===== src/rtl/rf_pkg.sv =====
package rf_pkg;
  localparam int NUM_BYTES = 8;
  localparam int IDX_W     = $clog2(NUM_BYTES);

  // storage slots; the byte selector value equals the slot for B..L and A
  localparam logic [IDX_W-1:0] IDX_B = 3'd0;
  localparam logic [IDX_W-1:0] IDX_C = 3'd1;
  localparam logic [IDX_W-1:0] IDX_D = 3'd2;
  localparam logic [IDX_W-1:0] IDX_E = 3'd3;
  localparam logic [IDX_W-1:0] IDX_H = 3'd4;
  localparam logic [IDX_W-1:0] IDX_L = 3'd5;
  localparam logic [IDX_W-1:0] IDX_F = 3'd6;
  localparam logic [IDX_W-1:0] IDX_A = 3'd7;

  localparam logic [2:0] SEL_INDIRECT = 3'd6;
  localparam int         NUM_FLAGS    = 4;

  typedef enum logic [2:0] {TGT_NONE, TGT_BYTE, TGT_MEM, TGT_PAIR, TGT_SP} tgt_e;
  typedef enum logic [1:0] {STEP_NONE, STEP_INC, STEP_DEC} step_e;

  typedef struct packed {
    tgt_e             tgt;
    logic [IDX_W-1:0] hi;
    logic [IDX_W-1:0] lo;
    step_e            step;
  } dec_t;
endpackage


===== src/rtl/rf_sel_decode.sv =====
module rf_sel_decode
  import rf_pkg::*;
(
  input  logic       en,
  input  logic       wide,
  input  logic [2:0] sel,
  input  logic [1:0] grp,
  output dec_t       dec
);
  always_comb begin
    dec.tgt  = TGT_NONE;
    dec.hi   = IDX_B;
    dec.lo   = IDX_B;
    dec.step = STEP_NONE;
    if (en) begin
      if (!wide) begin
        if (sel == SEL_INDIRECT) begin
          dec.tgt = TGT_MEM;
        end else begin
          dec.tgt = TGT_BYTE;
          dec.lo  = sel;
        end
      end else begin
        dec.tgt = TGT_PAIR;
        unique case (sel[1:0])
          2'd0: begin dec.hi = IDX_B; dec.lo = IDX_C; end
          2'd1: begin dec.hi = IDX_D; dec.lo = IDX_E; end
          2'd2: begin
            dec.hi = IDX_H; dec.lo = IDX_L;
            if (grp == 2'd2) dec.step = STEP_INC;
          end
          default: begin
            unique case (grp)
              2'd2: begin dec.hi = IDX_H; dec.lo = IDX_L; dec.step = STEP_DEC; end
              2'd3: begin dec.hi = IDX_A; dec.lo = IDX_F; end
              default: dec.tgt = TGT_SP;
            endcase
          end
        endcase
      end
    end
  end
endmodule


===== src/rtl/rf_store.sv =====
module rf_store
  import rf_pkg::*;
#(
  parameter int DW = 8,
  localparam int AW = 2 * DW
)(
  input  logic                          clk,
  input  logic                          rst_n,
  input  dec_t                          wr_dec,
  input  logic                          wr_go,
  input  logic [AW-1:0]                 wr_data,
  input  step_e                         rd_step,
  input  logic                          rd_go,
  input  logic [NUM_FLAGS-1:0]          flg_we,
  input  logic [NUM_FLAGS-1:0]          flg_val,
  input  logic                          pc_we,
  input  logic [AW-1:0]                 pc_wdata,
  output logic [NUM_BYTES-1:0][DW-1:0]  regs_q,
  output logic [AW-1:0]                 sp_q,
  output logic [AW-1:0]                 pc_q
);
  logic [NUM_BYTES-1:0][DW-1:0] regs_n;
  logic [AW-1:0]                sp_n;
  logic [AW-1:0]                hl_cur;
  logic                         wr_hits_hl;

  function automatic logic [AW-1:0] stepped(input logic [AW-1:0] v, input step_e s);
    unique case (s)
      STEP_INC: stepped = v + AW'(1);
      STEP_DEC: stepped = v - AW'(1);
      default:  stepped = v;
    endcase
  endfunction

  assign hl_cur = {regs_q[IDX_H], regs_q[IDX_L]};

  always_comb begin
    wr_hits_hl = 1'b0;
    if (wr_go) begin
      if (wr_dec.tgt == TGT_BYTE && (wr_dec.lo == IDX_H || wr_dec.lo == IDX_L))
        wr_hits_hl = 1'b1;
      if (wr_dec.tgt == TGT_PAIR && wr_dec.hi == IDX_H)
        wr_hits_hl = 1'b1;
    end
  end

  always_comb begin
    regs_n = regs_q;
    sp_n   = sp_q;
    // side effect of a stepping read, dropped when the write claims HL
    if (rd_go && rd_step != STEP_NONE && !wr_hits_hl)
      {regs_n[IDX_H], regs_n[IDX_L]} = stepped(hl_cur, rd_step);
    // masked flag port
    for (int f = 0; f < NUM_FLAGS; f++) begin
      if (flg_we[f]) regs_n[IDX_F][DW-NUM_FLAGS+f] = flg_val[f];
    end
    // explicit write has the last word
    if (wr_go) begin
      unique case (wr_dec.tgt)
        TGT_BYTE: regs_n[wr_dec.lo] = wr_data[DW-1:0];
        TGT_PAIR: begin
          if (wr_dec.step != STEP_NONE) begin
            {regs_n[IDX_H], regs_n[IDX_L]} = stepped(wr_data, wr_dec.step);
          end else begin
            regs_n[wr_dec.hi] = wr_data[AW-1:DW];
            regs_n[wr_dec.lo] = wr_data[DW-1:0];
          end
        end
        TGT_SP:  sp_n = wr_data;
        default: ;
      endcase
    end
    regs_n[IDX_F][DW-NUM_FLAGS-1:0] = '0;
  end

  always_ff @(posedge clk) begin
    if (!rst_n) begin
      regs_q <= '0;
      sp_q   <= '0;
      pc_q   <= '0;
    end else begin
      regs_q <= regs_n;
      sp_q   <= sp_n;
      if (pc_we) pc_q <= pc_wdata;
    end
  end
endmodule


===== src/rtl/rf_mem_port.sv =====
module rf_mem_port #(
  parameter int DW = 8,
  localparam int AW = 2 * DW
)(
  input  logic          rd_mem,
  input  logic          wr_mem,
  input  logic [AW-1:0] hl,
  input  logic [DW-1:0] wbyte,
  input  logic          req_ready,
  input  logic          rsp_valid,
  output logic          req_valid,
  output logic          req_write,
  output logic [AW-1:0] req_addr,
  output logic [DW-1:0] req_wdata,
  output logic          rd_done,
  output logic          wr_done
);
  // a write owns the port whenever one is presented
  assign req_valid = rd_mem | wr_mem;
  assign req_write = wr_mem;
  assign req_addr  = hl;
  assign req_wdata = wbyte;
  assign wr_done   = wr_mem & req_ready;
  assign rd_done   = rd_mem & ~wr_mem & req_ready & rsp_valid;
endmodule


===== src/rtl/opnd_regfile.sv =====
module opnd_regfile
  import rf_pkg::*;
#(
  parameter int DW = 8,
  localparam int AW = 2 * DW
)(
  input  logic                 clk,
  input  logic                 rst_n,
  input  logic                 rd_en,
  input  logic                 rd_wide,
  input  logic [2:0]           rd_sel,
  input  logic [1:0]           rd_grp,
  output logic [AW-1:0]        rd_data,
  output logic                 rd_valid,
  input  logic                 wr_en,
  input  logic                 wr_wide,
  input  logic [2:0]           wr_sel,
  input  logic [1:0]           wr_grp,
  input  logic [AW-1:0]        wr_data,
  output logic                 wr_ack,
  input  logic [NUM_FLAGS-1:0] flg_we,
  input  logic [NUM_FLAGS-1:0] flg_val,
  output logic [NUM_FLAGS-1:0] flags,
  input  logic                 pc_we,
  input  logic [AW-1:0]        pc_wdata,
  output logic [AW-1:0]        pc,
  output logic                 mem_req_valid,
  input  logic                 mem_req_ready,
  output logic                 mem_req_write,
  output logic [AW-1:0]        mem_req_addr,
  output logic [DW-1:0]        mem_req_wdata,
  input  logic                 mem_rsp_valid,
  input  logic [DW-1:0]        mem_rsp_data
);
  dec_t                         rd_dec, wr_dec;
  logic [NUM_BYTES-1:0][DW-1:0] regs_q;
  logic [AW-1:0]                sp_q;
  logic [AW-1:0]                hl_q;
  logic                         rd_mem, wr_mem, rd_done, wr_done, wr_go;

  rf_sel_decode u_rd_dec (.en(rd_en), .wide(rd_wide), .sel(rd_sel), .grp(rd_grp), .dec(rd_dec));
  rf_sel_decode u_wr_dec (.en(wr_en), .wide(wr_wide), .sel(wr_sel), .grp(wr_grp), .dec(wr_dec));

  assign rd_mem = (rd_dec.tgt == TGT_MEM);
  assign wr_mem = (wr_dec.tgt == TGT_MEM);
  assign hl_q   = {regs_q[IDX_H], regs_q[IDX_L]};

  rf_mem_port #(.DW(DW)) u_mem (
    .rd_mem(rd_mem), .wr_mem(wr_mem), .hl(hl_q), .wbyte(wr_data[DW-1:0]),
    .req_ready(mem_req_ready), .rsp_valid(mem_rsp_valid),
    .req_valid(mem_req_valid), .req_write(mem_req_write),
    .req_addr(mem_req_addr), .req_wdata(mem_req_wdata),
    .rd_done(rd_done), .wr_done(wr_done)
  );

  assign rd_valid = rd_en & (rd_mem ? rd_done : 1'b1);
  assign wr_ack   = wr_en & (wr_mem ? wr_done : 1'b1);
  assign wr_go    = wr_ack & ~wr_mem;

  rf_store #(.DW(DW)) u_store (
    .clk(clk), .rst_n(rst_n),
    .wr_dec(wr_dec), .wr_go(wr_go), .wr_data(wr_data),
    .rd_step(rd_dec.step), .rd_go(rd_en),
    .flg_we(flg_we), .flg_val(flg_val),
    .pc_we(pc_we), .pc_wdata(pc_wdata),
    .regs_q(regs_q), .sp_q(sp_q), .pc_q(pc)
  );

  always_comb begin
    unique case (rd_dec.tgt)
      TGT_BYTE: rd_data = {{DW{1'b0}}, regs_q[rd_dec.lo]};
      TGT_MEM:  rd_data = {{DW{1'b0}}, mem_rsp_data};
      TGT_PAIR: rd_data = {regs_q[rd_dec.hi], regs_q[rd_dec.lo]};
      TGT_SP:   rd_data = sp_q;
      default:  rd_data = '0;
    endcase
  end

  assign flags = regs_q[IDX_F][DW-1:DW-NUM_FLAGS];
endmodule


===== config.mk =====
export PLATFORM = sky130hd
export DESIGN_NAME = opnd_regfile
export DESIGN_NICKNAME = d
export VERILOG_FILES = /design/src/rtl/rf_pkg.sv /design/src/rtl/rf_sel_decode.sv /design/src/rtl/rf_store.sv /design/src/rtl/rf_mem_port.sv /design/src/rtl/opnd_regfile.sv
export SDC_FILE = /design/constraint.sdc
export NUM_CORES = 1
export LEC_CHECK = 0
export BUFFER_PORTS_ARGS = -buffer_cell sky130_fd_sc_hd__buf_2
export CORE_AREA = 5 5 135 137
export CTS_BUF_LIST = sky130_fd_sc_hd__clkbuf_8
export CTS_CLUSTER_DIAMETER = 100
export DETAILED_ROUTE_END_ITERATION = 7
export DIE_AREA = 0 0 140 142
export PLACE_DENSITY = 0.71
export SLEW_MARGIN = 15
export SYNTH_ARGS = -nofsm -noshare
export SYNTH_HDL_FRONTEND = slang
export SYNTH_SLANG_ARGS = --single-unit

===== constraint.sdc =====
create_clock -name clk -period 15.99 [get_ports clk]
set_input_delay 3.9975 -clock clk [delete_from_list [all_inputs] [get_ports clk]]
set_output_delay 3.9975 -clock clk [all_outputs]
set_load 0.01 [all_outputs]

Word-level counts from Yosys, hierarchy flattened
Index checks and enable logic that the tools add are counted.
{"block": "op_classes", "n_addsub": 4, "n_bitwise": 9, "n_mux": 57, "reduce_logical": 21, "n_eq_ne": 26, "n_lt_le_gt_ge": 6}
{"operator": "64-bit bitwise mux", "count": 3}
{"operator": "64-bit one-hot mux with 2 select lines", "count": 1}
{"operator": "64-bit 2-to-1 mux", "count": 1}
{"operator": "16-bit one-hot mux with 2 select lines", "count": 2}
{"operator": "16-bit one-hot mux with 4 select lines", "count": 1}
{"operator": "8-bit binary-select mux with 3-bit select", "count": 2}
{"operator": "8-bit demux with 3-bit select", "count": 2}
{"operator": "16-bit 2-to-1 mux", "count": 3}
{"operator": "3-bit 2-to-1 mux", "count": 12}
{"operator": "6-bit one-hot mux with 3 select lines", "count": 2}
{"operator": "16-bit by 1-bit adder with 16-bit output, second input constant", "count": 2}
{"operator": "32-bit 2-to-1 mux", "count": 1}
{"operator": "8-bit 2-to-1 mux", "count": 4}
{"operator": "16-bit by 1-bit subtractor with 16-bit output, second input constant", "count": 2}
{"operator": "6-bit one-hot mux with 2 select lines", "count": 2}
{"operator": "11-bit 2-to-1 mux", "count": 2}
{"operator": "3-bit equality test, second input constant", "count": 7}
{"operator": "2-bit equality test, second input constant", "count": 8}
{"operator": "3-bit by 4-bit less-than comparator with 1-bit output, second input constant", "count": 4}
{"operator": "3-bit by 2-bit equality test with 1-bit output, second input constant", "count": 4}
{"operator": "2-bit 2-to-1 mux", "count": 6}
{"operator": "1-bit 2-to-1 mux", "count": 11}
{"operator": "2-bit by 1-bit equality test with 1-bit output, second input constant", "count": 4}
{"operator": "2-bit one-hot mux with 2 select lines", "count": 2}
{"operator": "other kinds (15)", "count": 35}
{"block": "word_totals", "regBits": 96, "in_bits": 67, "wordCells": 134, "output_inout_bits": 64}

Longest topological paths before layout
Gate-level depths: netlist (run 1).
{"block": "depth", "depth_word": 20, "depth_mapped": 19, "depth_no_buf": 14}

Hierarchy
Synthesis (run 1) repeated with hierarchy kept, for this count alone.
{"block": "hier_totals", "hier_cells": 1197, "hier_area_um2": 8984.9}
{"mod": "rf_store", "seq_area_each_um2": 1841.8, "instances": 1, "area_each_um2": 6977.9, "cells_per_inst": 952}
{"mod": "opnd_regfile", "seq_area_each_um2": 0.0, "instances": 1, "area_each_um2": 1340.0, "cells_per_inst": 151}
{"mod": "rf_sel_decode", "seq_area_each_um2": 0.0, "instances": 2, "area_each_um2": 227.7, "cells_per_inst": 33}
{"mod": "rf_mem_port", "seq_area_each_um2": 0.0, "instances": 1, "area_each_um2": 211.5, "cells_per_inst": 28}

Least setup slack after synthesis (run 1)
Ideal clock, no wire load.
{"block": "synth_path", "kind": "input -> output", "start": "input port rd_en", "end": "output port rd_data[3]", "slack_ps": 6114, "arrival_time_ps": 5879, "stages": 8, "required_ps": 11993, "n_path_buf": 2, "cell_sequence": "clkbuf_1 nand3_1 o21ai_1 buf_2 mux2_2 a22o_1 a21oi_1 o21ai_0"}
{"block": "synth_between", "elab_chain_cells": 4}
{"element": "start, declared", "line": "opnd_regfile.sv:9", "text": "input logic rd_en,"}
{"element": "11-bit 2-to-1 mux *", "line": "rf_sel_decode.sv:15", "text": "if (en) begin"}
{"element": "8-bit binary-select mux with 3-bit select", "line": "opnd_regfile.sv:71, opnd_regfile.sv:73"}
{"element": "8-bit 2-to-1 mux (not written as such)", "line": "opnd_regfile.sv:71, opnd_regfile.sv:73"}
{"element": "16-bit one-hot mux with 4 select lines *", "line": "opnd_regfile.sv:70", "text": "unique case (rd_dec.tgt)"}
{"element": "end, declared", "line": "opnd_regfile.sv:13", "text": "output logic [AW-1:0] rd_data,"}
Mark *: on every way between the ends. The rest lies on a longest branch, timed or not. The select of a mux whose other input is x is not followed.

Final worst setup path (run 1)
{"block": "layout_path", "start": "input port rd_sel[1]", "end": "output port rd_data[2]"}
{"block": "layout_between", "elab_chain_cells": 7}
{"element": "start, declared", "line": "opnd_regfile.sv:11", "text": "input logic [2:0] rd_sel,"}
{"element": "2-bit equality test, or another cell as far along", "line": "rf_sel_decode.sv:25", "text": "unique case (sel[1:0])"}
{"element": "6-bit one-hot mux with 3 select lines, or another cell as far along", "line": "rf_sel_decode.sv:25"}
{"element": "3-bit 2-to-1 mux, on equally long branches", "line": "rf_sel_decode.sv:16, rf_sel_decode.sv:25"}
{"element": "11-bit 2-to-1 mux *", "line": "rf_sel_decode.sv:15"}
{"element": "8-bit binary-select mux with 3-bit select or 11-bit 2-to-1 mux (tied branches)", "line": "opnd_regfile.sv:71, opnd_regfile.sv:73, rf_sel_decode.sv:15"}
{"element": "8-bit 2-to-1 mux (not written as such), or another cell as far along", "line": "opnd_regfile.sv:71, opnd_regfile.sv:73"}
{"element": "16-bit one-hot mux with 4 select lines *", "line": "opnd_regfile.sv:70"}
Marks and branches as above.

==> run_results.csv, run 1 <==
group,metric,value,unit
synth,syn_avg_cell_area,7.42,um^2
synth,syn_inst,1121,
place,place_hpwl,20100,um
clocking,cts_setup_buffers,0,
power,p_sw,193,uW
floorplan,die_y,142,um
sta,final_hold_viol_count,0,
route,drc,0,
clocking,cts_resized,0,
grt,grt_max_degree,77,
sta,slew_viol_final,0,
floorplan,ios,131,
route,met3WireLength,2820,um
floorplan,die_x,140,um
clocking,cts.clk_slew.worst_paths,90,ps
worst_setup_path,critPathMaxFanout,27,
sta,hold_slack,463,ps
grt,track_usage,27.0,%
grt,grt_pass1_vias,7689,
cells_and_area,fin_nets,1230,
worst_setup_path,crit_arrival,6390,ps
floorplan,core_area,16900,um^2
synth,ys_seq_elements,92,
clocking,cts.sinks,92,
clocking,insertion_delay,390,ps
sta,finalCritPeriodShare,65.0,%
worst_setup_path,critPathSlowestCell,"a21o_1",
run,drv_cap,0,
route,finalWirelength,27900,um
sta,fmax,96.3,MHz
cells_and_area,fin_cells,1372,
power,peakVddDrop,0.0000453,V
synth,yosysTopAreaCell,"dfxtp_1",
worst_setup_path,worst_path_most_repeated_cell,"buf_2",
route,maxUsedRoutingLayer,"met4",
sta,skew,11.2,ps
power,combPwrFrac,25.0,%
grt,overflow,0,
sta,setup_viol,0,
route,drt-pass1-iter-count,6,
worst_setup_path,critPathRequiredTime,11990,ps
route,vias,8795,
route,ant_nets,0,
worst_setup_path,critPathKind,"in2out",
power,seq_power_share,46.1,%
route,avgRoutedWirePerCell,20.3,um
clocking,holdBufCountCts,0,
synth,syn_nets,1209,
synth,synth-main-ff-cell,"dfxtp_1",
sta,finalCriticalPeriod,10390,ps
synth,netlist.area_leader.share,22.1,%
synth,synth_edf_count,0,
synth,ys_seq_area_share,22.1,%
clocking,clock_path_buffers,2,
synth,ys.warnings.count,0,
synth,synthTopCellsByArea,"dfxtp_1 (22%), mux2i_1 (7.3%), a21oi_1 (6.6%)",
power,p_int,353,uW
synth,syn_area,8320,um^2
place,place_congestion,0.950,
sta,rsz0062_at_grt,"no",
power,pwr_density_cell,61.8,nW/um^2
clocking,htreeDepth,3,
worst_setup_path,slowest_delay,610,ps
hold_path,min_path_type,"reg2reg",
sta,fin_tns_setup,0,ps
cells_and_area,drive_above_1_share,17.8,%
power,switching_share,35.4,%
outcome,status,"finished clean",
route,wl_met1,12100,um
grt,grt_pass1_wl,43200,um
sta,worstMarginPinSlew,1150,ps
synth,synth_cell_types,91,
grt,antenna_found_initial,0,
floorplan,die_area,19900,um^2
worst_setup_path,worst_setup_path_start_kind,"primary input",
sta,maxSlewHeadroom,23.2,%
clocking,cts_tree,"done",
route,drtIter0Drc,1007,
cells_and_area,fin_util,52.2,%
floorplan,initial_core_util,49.1,%
power,leakagePower,0.00339,uW
clocking,cts_root_buffer,"clkbuf_8",
cells_and_area,syn_to_final_growth,6.33,%
worst_setup_path,crit_path_end_kind,"output pin",
cells_and_area,num_antenna_cells,0,
route,wl_met2,11900,um
synth,async_flop_share,0,%
place,place_inst,1356,
place,io_buffers,130,
clocking,cts_buffers,9,
floorplan,rows,48,
route,vias_per_cell,6.41,
worst_setup_path,crit_chain,"buf_2 > a21o_1 > o21ai_1 > buf_4 > mux2_2 > nor2_1 > a211oi_1 > a21oi_1 > o21ai_0 > buf_2",
power,clock_power_share,28.9,%
cells in the mapped netlist, drive strengths merged (9+ instances only):
cell type / count
a211o: 10
a211oi: 34
a21o: 10
a21oi: 109
a22oi: 15
a31oi: 15
buf: 66
clkbuf: 61
dfxtp: 92
ha: 20
inv: 18
mux2: 13
mux2i: 61
mux4: 9
nand2: 104
nand2b: 12
nand3: 31
nand4: 9
nor2: 112
nor2b: 14
nor3: 22
nor4: 11
o21ai: 104
o22ai: 11
o2bb2ai: 9
xnor2: 15
cells in the final DEF, fill, tap and decap left out, types with 16 or more instances in the layout:
cell	n
a211oi_1	33
dfxtp_1	92
inv_1	16
nand2_1	104
ha_1	20
buf_2	130
nor2_1	111
nand3_1	30
o21ai_0	95
a21oi_1	109
nor3_1	20
mux2i_1	61
flip-flops by register name, summed over array words and instances (netlist names):
| name | cells |
|---|---|
| u_store.regs_q | 60 |
| u_store.sp_q | 16 |
| u_store.pc_q | 16 |
through the flow:
| stage | instance area, um^2 | power [uW] | setup slack, ps |
|---|---|---|---|
| detailed placement | 8650 | 390 | 5670 |
| global route | 8850 | 571 | 5420 |
| CTS | 8840 | 546 | 5640 |
| floorplan | 8320 | 351 | 6110 |
| global placement | 8650 | 388 | 5700 |
| finish | 8850 | 546 | 5600 |
area by class of cell:
cell class	count	area (um^2)
Tap cell	225	282
Fill cell	1711	8090
Timing Repair Buffer	137	703
Sequential cell	92	1840
Multi-Input combinational cell	884	5760
Clock inverter	6	53.8
Inverter	18	70.1
Clock buffer	10	138
worst max-delay path, delay by kind of cell:
family                 cells  cell delay (ps)
AOI/OAI and AO/OA          5             1330
muxes                      1              240
buffers and inverters      3              790
and+or+nand+nor            1               40
metal layers:
layer / vias to the layer above / track usage (%)
met1: 4095 / 38.0
li1: 4148 / -
met2: 478 / 39.0
met5: - / 0
met4: 0 / 10.8
met3: 74 / 7.43
logic make-up (layout without fill, tap and decap cells):
family / count (synthesis) / in the layout / synth area share (%)
compound gates: 398 / 398 / 31.2
xor+xnor: 21 / 21 / 2.21
fa+ha+maj: 21 / 21 / 3.25
buf+inv: 145 / 171 / 8.71
flops: 92 / 92 / 22.1
mux: 83 / 83 / 11.5
simple gates: 361 / 361 / 21.0
power by group through the flow:
stage / clock (uW) / sequential (uW) / combinational [uW]
4_1_cts: 161 / 251 / 134
6_report: 158 / 252 / 137
5_1_grt: 170 / 253 / 148
3_3_place_gp: 0 / 256 / 132
2_1_floorplan: 0 / 249 / 102
3_5_place_dp: 0 / 256 / 133
path summary, 6_finish.rpt:
kind                                    startpoint            endpoint  slack (ps)  cells past startpoint
worst max-delay path                     rd_sel[1]          rd_data[2]        5600                     10
worst min-delay path              u_store.sp_q[10]    u_store.sp_q[10]         460                      2
worst max register to register  u_store.regs_q[41]  u_store.regs_q[36]       13110                     10
worst min register to register    u_store.sp_q[10]    u_store.sp_q[10]         460                      2
No activity file was read; power rests on OpenSTA's default activity.
==> run 2, diff against run 1 <==
ABC_AREA = 1   (was unset)
clock period = 10.4 ns   (was 15.99 ns; I/O delays follow)
==> run 2 against run 1 <==
Effect of this change: final cell count rose by 22%; sequential share of layout area fell by 0.076 points; sequential power up 53%; critical path depth increased by 2; die area did not move; clock-buffer cell count fell by 1; synthesized cell count is 25% higher; setup slack lost 4000 ps; global-route usage up 3.0 points; synthesized area shrank 0.90%; critical endpoint is now rd_data[6]; largest cell class unchanged.
==> run_results.csv, run 2 <==
group,metric,value,unit
outcome,status,"finished clean",
place,dp_slack,1700,ps
worst_setup_path,worst_setup_path_start_kind,"primary input",
floorplan,rows,48,
cells_and_area,final_cell_area,8880,um^2
route,drc,0,
cells_and_area,final-seq-area,1840,um^2
sta,skew,17.7,ps
worst_setup_path,rr_worst_depth,18,
sta,fin_tns_setup,0,ps
worst_setup_path,critPathSlowestCell,"nor2_1",
sta,rsz0062_at_grt,"no",
route,drtIter0Drc,1054,
cells_and_area,syn_to_final_growth,7.69,%
worst_setup_path,critPathRequiredTime,7800,ps
sta,finalCriticalPeriod,8810,ps
grt,grt_pass1_vias,8679,
synth,netlist.area_leader.share,22.3,%
synth,synth-main-ff-cell,"dfxtp_1",
sta,worstMarginPinSlew,1200,ps
worst_setup_path,critPathKind,"in2out",
synth,ys.warnings.count,0,
hold_path,holdPathStages,2,
clocking,holdBufCountCts,0,
synth,async_flop_share,0,%
clocking,cts.clk_slew.worst_paths,110,ps
route,finalWirelength,30700,um
worst_setup_path,crit_chain,"buf_2 > nand2_1 > nor2_1 > nor2_1 > nand2_1 > o21ai_1 > clkinv_1 > o21ai_0 > a21oi_1 > o311ai_1 > nand3_1 > buf_2",
grt,antenna_found_initial,0,
cells_and_area,reg_top3,"u_store.regs_q (60), u_store.pc_q (16), u_store.sp_q (16)",
synth,yosysMostFrequentCell,"nand2_1",
place,placed_area,8690,um^2
synth,ys_seq_elements,92,
cells_and_area,num_antenna_cells,0,
synth,synth_cell_types,54,
power,leakagePower,0.00418,uW
sta,hold_slack,497,ps
sta,setup_viol,0,
route,drt-pass1-iter-count,6,
synth,ys_top_cells_by_count,"nand2_1 (367), o21ai_0 (160), nor2_1 (153)",
floorplan,core_area,16900,um^2
synth,synthTopCellsByArea,"dfxtp_1 (22%), nand2_1 (17%), o21ai_0 (9.7%)",
sta,slew_viol_final,0,
grt,grt_pass1_wl,48000,um
cells_and_area,drive_above_1_share,13.0,%
cells_and_area,layout_common_cells,"nand2_1 (367), o21ai_0 (160), nor2_1 (153), buf_2 (130), a21oi_1 (129)",
cells_and_area,fin_nets,1538,
synth,syn_avg_cell_area,5.90,um^2
cells_and_area,largest_register,"u_store.regs_q",
route,vias,9737,
route,avgRoutedWirePerCell,18.3,um
place,place_hpwl,23200,um
worst_setup_path,slowest_delay,670,ps
synth,ys_seq_area_share,22.3,%
sta,layout_setup_ws,1590,ps
worst_setup_path,critPathMaxFanout,15,
cells_and_area,multiInputGateArea,5440,um^2
grt,overflow,0,
grt,grt_max_degree,57,
place,io_buffers,130,
synth,syn_area,8240,um^2
floorplan,die_x,140,um
clocking,clock_path_buffers,2,
worst_setup_path,crit_path_end_kind,"output pin",
run,drv_cap,0,
floorplan,die_y,142,um
synth,synth_edf_count,0,
worst_setup_path,crit_arrival,6210,ps
sta,finalCritPeriodShare,84.7,%
grt,track_usage,30.0,%
floorplan,ios,131,
cells_and_area,final_common_cell,"nand2_1",
clocking,htreeDepth,3,
clocking,insertion_delay,370,ps
synth,syn_nets,1485,
clocking,cts_buffers,9,
synth,yosysTopAreaCell,"dfxtp_1",
sta,final_hold_viol_count,0,
clocking,cts_resized,0,
hold_path,min_path_type,"reg2reg",
sta,maxSlewHeadroom,19.7,%
place,place_congestion,0.933,
clocking,cts_setup_buffers,0,
route,ant_nets,0,
power,pwr_density_cell,97.7,nW/um^2
sta,fmax,113,MHz
cells_and_area,fillerInstances,1818,
cells_and_area,largest_register_ffs,60,
floorplan,die_area,19900,um^2
synth,syn_inst,1397,
route,vias_per_cell,5.80,
power,peakVddDrop,0.0000618,V
clocking,cts_root_buffer,"clkbuf_8",
clocking,cts_tree,"done",
floorplan,initial_core_util,48.7,%
worst_setup_path,r2r_slack,7950,ps
clocking,cts.sinks,92,
run 2: cell types whose count changed after synthesis, moves of 15 or more:
cell	previous run	this run
nand3_1	30	106
clkbuf_1	57	41
inv_1	17	100
nand2_1	104	367
nor3_1	21	4
mux2i_1	61	3
a21oi_1	109	129
o21ai_0	95	160
a22oi_1	15	0
nor2_1	111	153
run 2: power breakdown:
part / leakage, uW / switching [uW] / total, uW / internal [uW]
Combinational: 0.00333 / 167 / 245 / 77.8
Clock: 0.0000984 / 144 / 237 / 93.0
Sequential: 0.000750 / 18.1 / 386 / 368
Total: 0.00418 / 329 / 868 / 539
run 2: cell families after synthesis:
kind of cell	after synthesis	share of synthesized area, %
compound gates	392	27.0
xor+xnor	14	1.49
fa+ha+maj	21	3.28
buf+inv	210	11.7
flops	92	22.3
mux	3	0.364
simple gates	665	33.9
run 2: cell type report:
class | count | share of cell area, %
multi-input combinational | 1095 | 61.3
tap | 225 | 3.17
timing repair buffer | 135 | 7.75
clock buffer | 9 | 1.40
inverter | 117 | 4.95
sequential | 92 | 20.7
clock inverter | 7 | 0.705
run 2: critical path: cells and delay by family:
family | cells | cell delay (ps)
simple gates | 5 | 1540
compound gates | 4 | 1200
buf+inv | 3 | 870
run 2: final timing paths:
| check | end | startpoint |
|---|---|---|
| max | rd_data[6] | rd_sel[1] |
| min | u_store.regs_q[31] | u_store.regs_q[31] |
| max reg2reg | u_store.regs_q[32] | u_store.regs_q[41] |
| min reg2reg | u_store.regs_q[31] | u_store.regs_q[31] |
run 2: layer usage:
layer,global-route usage (%),up-vias,routed length [um]
met5,0,-,0
met4,10.6,0,990
met1,44.1,4342,13300
met2,44.8,540,13000
met3,4.33,62,3480
li1,-,4793,-
run 2: metrics by stage:
step,utilization [%],instances,power (uW)
finish,52.4,1680,868
detailed placement,51.3,1664,632
global placement,51.3,1664,631
global route,52.4,1680,910
CTS,52.4,1680,864
floorplan,-,1397,554
